==> config.mk <==
export PLATFORM = sky130hd
export DESIGN_NAME = spi_crc_unit
export DESIGN_NICKNAME = d
export VERILOG_FILES = /design/src/rtl/spi_crc_pkg.sv /design/src/rtl/spi_crc_lfsr.sv /design/src/rtl/spi_crc_frame.sv /design/src/rtl/spi_crc_regs.sv /design/src/rtl/spi_crc_unit.sv
export SDC_FILE = /design/constraint.sdc
export NUM_CORES = 1
export LEC_CHECK = 0
export ABC_AREA = 0
export BUFFER_PORTS_ARGS = -buffer_cell sky130_fd_sc_hd__buf_2
export CAP_MARGIN = 5
export CORE_ASPECT_RATIO = 0.8
export CORE_MARGIN = 1.5
export CORE_UTILIZATION = 45
export CTS_CLUSTER_DIAMETER = 200
export DETAILED_ROUTE_END_ITERATION = 8
export HOLD_SLACK_MARGIN = 0.05
export MAX_ROUTING_LAYER = met4
export SETUP_SLACK_MARGIN = 0.15
export SLEW_MARGIN = 20
export SYNTH_ARGS = -nofsm -noshare
export SYNTH_HDL_FRONTEND = slang
export SYNTH_SLANG_ARGS = --single-unit
export TNS_END_PERCENT = 20
==> constraint.sdc <==
create_clock -name clk_i -period 3.6 [get_ports clk_i]
set_input_delay 0.72 -clock clk_i [delete_from_list [all_inputs] [get_ports clk_i]]
set_output_delay 0.72 -clock clk_i [all_outputs]
set_load 0.01 [all_outputs]
==> src/rtl/spi_crc_pkg.sv <==
package spi_crc_pkg;
  localparam int unsigned CRC_W    = 16;
  localparam int unsigned NARROW_W = 8;
  localparam int unsigned POLY_RST = 7;

  typedef enum logic [1:0] {
    ADDR_CTRL  = 2'd0,
    ADDR_POLY  = 2'd1,
    ADDR_TXCRC = 2'd2,
    ADDR_RXCRC = 2'd3
  } reg_addr_e;

  localparam int unsigned CTRL_EN   = 0;
  localparam int unsigned CTRL_WIDE = 1;
  localparam int unsigned CTRL_NEXT = 2;
  localparam int unsigned CTRL_ERR  = 3;

  typedef struct packed {
    logic err;
    logic next;
    logic wide;
    logic en;
  } ctrl_t;
endpackage

==> src/rtl/spi_crc_lfsr.sv <==
module spi_crc_lfsr #(
  parameter int unsigned W  = spi_crc_pkg::CRC_W,
  parameter int unsigned NW = spi_crc_pkg::NARROW_W
) (
  input  logic         clk_i,
  input  logic         rst_ni,
  input  logic         clear_i,
  input  logic         step_i,
  input  logic         bit_i,
  input  logic         wide_i,
  input  logic [W-1:0] poly_i,
  output logic [W-1:0] crc_o
);
  localparam logic [W-1:0] NMASK = {{(W-NW){1'b0}}, {NW{1'b1}}};

  logic [W-1:0] crc_q, crc_d, mask;
  logic         fb;

  assign mask = wide_i ? '1 : NMASK;

  always_comb begin
    fb    = (wide_i ? crc_q[W-1] : crc_q[NW-1]) ^ bit_i;
    crc_d = ({crc_q[W-2:0], 1'b0} ^ (fb ? poly_i : '0)) & mask;
  end

  always_ff @(posedge clk_i or negedge rst_ni) begin
    if (!rst_ni)      crc_q <= '0;
    else if (clear_i) crc_q <= '0;
    else if (step_i)  crc_q <= crc_d;
  end

  assign crc_o = crc_q & mask;
endmodule

==> src/rtl/spi_crc_frame.sv <==
module spi_crc_frame #(
  parameter int unsigned W  = spi_crc_pkg::CRC_W,
  parameter int unsigned NW = spi_crc_pkg::NARROW_W
) (
  input  logic         clk_i,
  input  logic         rst_ni,
  input  logic         en_i,
  input  logic         next_i,
  input  logic         wide_i,
  input  logic         word_end_i,
  input  logic         shift_i,
  input  logic         rx_bit_i,
  input  logic [W-1:0] tx_crc_i,
  input  logic [W-1:0] rx_crc_i,
  output logic         phase_o,
  output logic         bit_o,
  output logic         done_o,
  output logic         mismatch_o
);
  localparam int unsigned  CNT_W  = $clog2(W);
  localparam logic [CNT_W-1:0] LAST_W = CNT_W'(W - 1);
  localparam logic [CNT_W-1:0] LAST_N = CNT_W'(NW - 1);
  localparam logic [W-1:0] NMASK  = {{(W-NW){1'b0}}, {NW{1'b1}}};

  logic             phase_q, done_q;
  logic [CNT_W-1:0] cnt_q;
  logic [W-1:0]     tx_sh_q, snap_q, cap_q, mask;
  logic             last;

  assign mask = wide_i ? '1 : NMASK;
  assign last = (cnt_q == (wide_i ? LAST_W : LAST_N));

  always_ff @(posedge clk_i or negedge rst_ni) begin
    if (!rst_ni) begin
      phase_q <= 1'b0;
      done_q  <= 1'b0;
      cnt_q   <= '0;
      tx_sh_q <= '0;
      snap_q  <= '0;
      cap_q   <= '0;
    end else begin
      done_q <= 1'b0;
      if (!phase_q) begin
        if (en_i && next_i && word_end_i && !done_q) begin
          phase_q <= 1'b1;
          cnt_q   <= '0;
          tx_sh_q <= tx_crc_i;
          snap_q  <= rx_crc_i;
          cap_q   <= '0;
        end
      end else if (shift_i) begin
        tx_sh_q <= {tx_sh_q[W-2:0], 1'b0};
        cap_q   <= {cap_q[W-2:0], rx_bit_i};
        cnt_q   <= cnt_q + 1'b1;
        if (last) begin
          phase_q <= 1'b0;
          done_q  <= 1'b1;
        end
      end
    end
  end

  assign phase_o    = phase_q;
  assign bit_o      = phase_q & (wide_i ? tx_sh_q[W-1] : tx_sh_q[NW-1]);
  assign done_o     = done_q;
  assign mismatch_o = done_q && ((cap_q & mask) != (snap_q & mask));
endmodule

==> src/rtl/spi_crc_regs.sv <==
module spi_crc_regs
  import spi_crc_pkg::*;
#(
  parameter int unsigned W = CRC_W
) (
  input  logic         clk_i,
  input  logic         rst_ni,
  input  logic         reg_we_i,
  input  logic [1:0]   reg_addr_i,
  input  logic [W-1:0] reg_wdata_i,
  output logic [W-1:0] reg_rdata_o,
  input  logic         busy_i,
  input  logic         done_i,
  input  logic         err_set_i,
  input  logic [W-1:0] tx_crc_i,
  input  logic [W-1:0] rx_crc_i,
  output ctrl_t        ctrl_o,
  output logic [W-1:0] poly_o,
  output logic         en_rise_o
);
  ctrl_t        ctrl_q;
  logic [W-1:0] poly_q;
  logic         wr_ctrl, wr_poly;

  assign wr_ctrl   = reg_we_i && (reg_addr_e'(reg_addr_i) == ADDR_CTRL);
  assign wr_poly   = reg_we_i && (reg_addr_e'(reg_addr_i) == ADDR_POLY);
  assign en_rise_o = wr_ctrl && reg_wdata_i[CTRL_EN] && !ctrl_q.en;

  always_ff @(posedge clk_i or negedge rst_ni) begin
    if (!rst_ni) begin
      ctrl_q <= '0;
      poly_q <= W'(POLY_RST);
    end else begin
      if (wr_poly && !busy_i) poly_q <= reg_wdata_i;
      if (wr_ctrl) begin
        ctrl_q.en   <= reg_wdata_i[CTRL_EN];
        ctrl_q.next <= reg_wdata_i[CTRL_NEXT];
        if (!busy_i)               ctrl_q.wide <= reg_wdata_i[CTRL_WIDE];
        if (!reg_wdata_i[CTRL_ERR]) ctrl_q.err <= 1'b0;
      end
      if (done_i)    ctrl_q.next <= 1'b0;
      if (err_set_i) ctrl_q.err  <= 1'b1;
    end
  end

  always_comb begin
    unique case (reg_addr_e'(reg_addr_i))
      ADDR_CTRL:  reg_rdata_o = W'(ctrl_q);
      ADDR_POLY:  reg_rdata_o = poly_q;
      ADDR_TXCRC: reg_rdata_o = tx_crc_i;
      default:    reg_rdata_o = rx_crc_i;
    endcase
  end

  assign ctrl_o = ctrl_q;
  assign poly_o = poly_q;
endmodule

==> src/rtl/spi_crc_unit.sv <==
module spi_crc_unit
  import spi_crc_pkg::*;
#(
  parameter int unsigned W  = CRC_W,
  parameter int unsigned NW = NARROW_W
) (
  input  logic         clk_i,
  input  logic         rst_ni,
  input  logic         reg_we_i,
  input  logic [1:0]   reg_addr_i,
  input  logic [W-1:0] reg_wdata_i,
  output logic [W-1:0] reg_rdata_o,
  input  logic         busy_i,
  input  logic         shift_i,
  input  logic         tx_bit_i,
  input  logic         rx_bit_i,
  input  logic         word_end_i,
  output logic         crc_phase_o,
  output logic         crc_bit_o,
  output logic         crc_err_o
);
  localparam int unsigned NSTREAM = 2;

  ctrl_t        ctrl;
  logic [W-1:0] poly, tx_crc, rx_crc;
  logic         en_rise, crc_phase, frame_done, mismatch, step;
  logic [NSTREAM-1:0] stream_bit;
  logic [W-1:0] stream_crc [NSTREAM];

  assign step       = ctrl.en && shift_i && !crc_phase;
  assign stream_bit = {rx_bit_i, tx_bit_i};

  for (genvar g = 0; g < NSTREAM; g++) begin : g_stream
    spi_crc_lfsr #(.W(W), .NW(NW)) u_lfsr (
      .clk_i   (clk_i),
      .rst_ni  (rst_ni),
      .clear_i (en_rise),
      .step_i  (step),
      .bit_i   (stream_bit[g]),
      .wide_i  (ctrl.wide),
      .poly_i  (poly),
      .crc_o   (stream_crc[g])
    );
  end

  assign tx_crc = stream_crc[0];
  assign rx_crc = stream_crc[1];

  spi_crc_frame #(.W(W), .NW(NW)) u_frame (
    .clk_i      (clk_i),
    .rst_ni     (rst_ni),
    .en_i       (ctrl.en),
    .next_i     (ctrl.next),
    .wide_i     (ctrl.wide),
    .word_end_i (word_end_i),
    .shift_i    (shift_i),
    .rx_bit_i   (rx_bit_i),
    .tx_crc_i   (tx_crc),
    .rx_crc_i   (rx_crc),
    .phase_o    (crc_phase),
    .bit_o      (crc_bit_o),
    .done_o     (frame_done),
    .mismatch_o (mismatch)
  );

  spi_crc_regs #(.W(W)) u_regs (
    .clk_i       (clk_i),
    .rst_ni      (rst_ni),
    .reg_we_i    (reg_we_i),
    .reg_addr_i  (reg_addr_i),
    .reg_wdata_i (reg_wdata_i),
    .reg_rdata_o (reg_rdata_o),
    .busy_i      (busy_i),
    .done_i      (frame_done),
    .err_set_i   (mismatch),
    .tx_crc_i    (tx_crc),
    .rx_crc_i    (rx_crc),
    .ctrl_o      (ctrl),
    .poly_o      (poly),
    .en_rise_o   (en_rise)
  );

  assign crc_phase_o = crc_phase;
  assign crc_err_o   = ctrl.err;
endmodule

==> qor.yml <==
status:
  outcome: "finished with violations"
  violations: "DRC"
worst_hold_path:
  min-delay-path-class: "in -> async"
timing:
  slew_viol_final: 0
  hold_viol_final: 0
  setup_viol: 0
  worst_pin_slew_ns: 0.954
  min_period_over_period_pct: 73.4
  max_freq_mhz: 379
  slew_headroom_pct: 36.2
  fin_worst_skew_ns: 0.00940
  tns_ns: 0
  rsz0062_at_grt: "no"
  min_period_ns: 2.64
synthesis:
  synth_top_area_share_pct: 47.5
  ys_warn_count: 0
  synth_largest_area_cell: "dfrtp_1"
  synthTopCellsByCount: "117 x nand2_1, 103 x dfrtp_1, 41 x o21ai_0"
  synthArstFlopShare_pct: 100
  synth_most_common_cell: "nand2_1"
  synth_area_leaders: "dfrtp_1 48%, nand2_1 8.1%, mux2_2 5.2%"
  synth_cells: 538
  synth_fp_nets: 565
  ys_types: 42
  ys.flop_type: "dfrtp_1"
  synth_seq_area_share_pct: 49.0
  synth.ff_latch_count: 106
  synth_edf_count: 0
  synth_area_um2: 5420
  syn_area_per_cell_um2: 10.1
worst_setup_path:
  end_kind: "primary output"
  startpoint: "reg_addr_i[0]"
  worstPathMaxFanout: 20
  reg2reg_from: "u_frame.phase_o"
  start_kind: "input port"
  crit_type: "in -> out"
  cp_data_arrival_time_ns: 1.92
  crit_required_ns: 2.88
global_route:
  grt_pass1_wl_um: 22800
  grt-ovfl-total: 0
  grt_use_total_pct: 24.0
  grt_pass1_vias: 4083
  antenna_found_initial: 0
  grt_max_degree: 61
pwr:
  seqPwrFrac_pct: 47.5
  netSwitchingPower_w: 0.00158
  vdd_ir_drop_max_mv: 0.254
  combPwrFrac_pct: 27.6
  power_density_nw_per_um2: 710
  p_leak_nw: 3.01
  switching_share_pct: 36.5
  intPower_w: 0.00275
  clockPowerShare_pct: 24.9
  total_power_w: 0.00434
clock_tree:
  hold_buffers: 0
  cts_max_path_buffers: 2
  cts_resized: 0
  clock_latency_ns: 0.35
  cts_root_buf: "clkbuf_16"
  cts_tree: "built"
  cts_buffers: 9
  htree_levels: 3
  clk_pin_slew_ns: 0.07
  cts_num_sinks: 106
  postCtsSetupRepairBufs: 0
route:
  dr_total_vias: 4264
  wirelength_um: 13900
  viasPerCell: 5.88
  drt_iter0_drc: 295
  drc_errors: 4
  wl_met2_um: 6260
  wl_met3_um: 668
  ant_nets: 0
  top_layer_used: "met4"
  wl_met1_um: 6830
  wl_per_cell_um: 19.2
  drt_pass1_iterations: 7
place:
  gp_congestion: 0.879
  hpwl_um: 9800
  port_buffers: 44
die:
  initial_core_util_pct: 46.6
  fp.dieW_um: 126
  die_h_um: 101
  io_pins: 45
  core_um2: 11600
  dieArea_um2: 12700
  rows: 35
finish:
  seqCellArea_um2: 2660
  multi_input_area_um2: 2570
  drive_above_1_share_pct: 20.5
  postLayoutCoreUtil_pct: 52.4
  fin_nets: 599
  fillers: 1069
  synthToLayoutAreaGrowth_pct: 12.5
  diodes: 0
run:
  max_cap_viol_count: 0
==> cell usage in the layout (no fill, tap or decap), types with 2 or more instances in the layout <==
master,Yosys,final
mux4_2,4,4
mux2i_4,2,2
a21oi_1,38,38
nor4_1,5,5
inv_1,8,8
and3b_1,2,2
a22o_1,4,4
nand3_1,18,18
xnor2_1,18,18
a32o_1,2,2
and4b_1,14,14
mux2_2,25,25
and2_1,2,2
xnor2_2,2,2
a211o_1,27,27
clkinv_4,0,2
nor4b_1,8,8
a221o_1,3,3
xor2_2,2,2
nand4_1,6,6
clkbuf_16,0,9
nand2_1,117,117
dfrtp_1,103,103
dfstp_2,3,3
nor2b_1,4,4
bufinv_16,0,2
buf_2,10,43
buf_4,3,16
mux2i_1,16,16
o21ai_0,41,41
a22oi_1,2,2
clkinvlp_4,0,2
and3_1,6,6
nor2_1,11,11
==> metrics by stage <==
step	instances	cell area (um2)	worst slack [ns]	hold slack [ns]
2_1_floorplan	538	5420	1.21	0.422
3_3_place_gp	709	5780	0.942	0.463
3_5_place_dp	709	5780	0.871	0.470
4_1_cts	725	6100	0.963	0.479
5_1_grt	725	6100	0.835	0.504
6_report	725	6100	0.959	0.453
==> power groups by stage <==
stage / registers [W] / logic, W / clock network [W]
after floorplan: 0.00187 / 0.000934 / 0
after global placement: 0.00206 / 0.00116 / 0
after detailed placement: 0.00207 / 0.00120 / 0
after CTS: 0.00205 / 0.00120 / 0.00110
after global routing: 0.00212 / 0.00133 / 0.00115
final: 0.00206 / 0.00120 / 0.00108
==> flip-flops by register name, summed over array words and instances, names as in the netlist <==
register,cells
u_frame.tx_sh_q,16
u_frame.phase_o,1
u_regs.poly_o,16
u_frame.done_o,1
u_regs.ctrl_o,4
u_frame.cnt_q,4
u_frame.snap_q,16
u_frame.cap_q,16
g_stream.u_lfsr.crc_q,32
==> critical path, cell delays in order <==
cell and delay (ns):
buf_2 0.44, mux4_2 0.60, buf_2 0.16
==> layout make-up <==
| cell class | count | area share, % |
|---|---|---|
| sequential | 106 | 43.5 |
| multi-input combinational | 388 | 42.1 |
| timing repair buffer | 59 | 5.49 |
| clock buffer | 9 | 3.69 |
| tap | 148 | 3.03 |
| clock inverter | 7 | 1.66 |
| inverter | 8 | 0.492 |
==> cells by family (layout without fill, tap and decap cells) <==
group,Yosys count,after routing,share of synthesized area (%)
adders and majority gates,1,1,0.231
xor gates and xnor gates,22,22,4.11
AOI/OAI and AO/OA,120,120,13.9
and+or+nand+nor,198,198,18.2
DFF,106,106,49.0
buffers and inverters,44,83,3.90
muxes,47,47,10.6
==> per-layer routing <==
layer	global-route usage, %	up-vias
met4	7.07	0
met1	34.3	2141
met5	-	-
met3	4.17	14
met2	35.2	118
li1	-	1991
==> final timing paths <==
path	cells past startpoint	to	slack, ns
worst max-delay path	3	reg_rdata_o[2]	0.96
worst max register to register	5	g_stream[1].u_lfsr.crc_q[4]	1.14
worst min-delay path	1	u_frame.cap_q[14]	0.45
max in group asynchronous	2	g_stream[0].u_lfsr.crc_q[2]	2.36
min in group clk_i	2	u_frame.tx_sh_q[11]	0.48
worst min register to register	2	u_frame.tx_sh_q[11]	0.48
No activity file was read; power rests on OpenSTA's default activity.
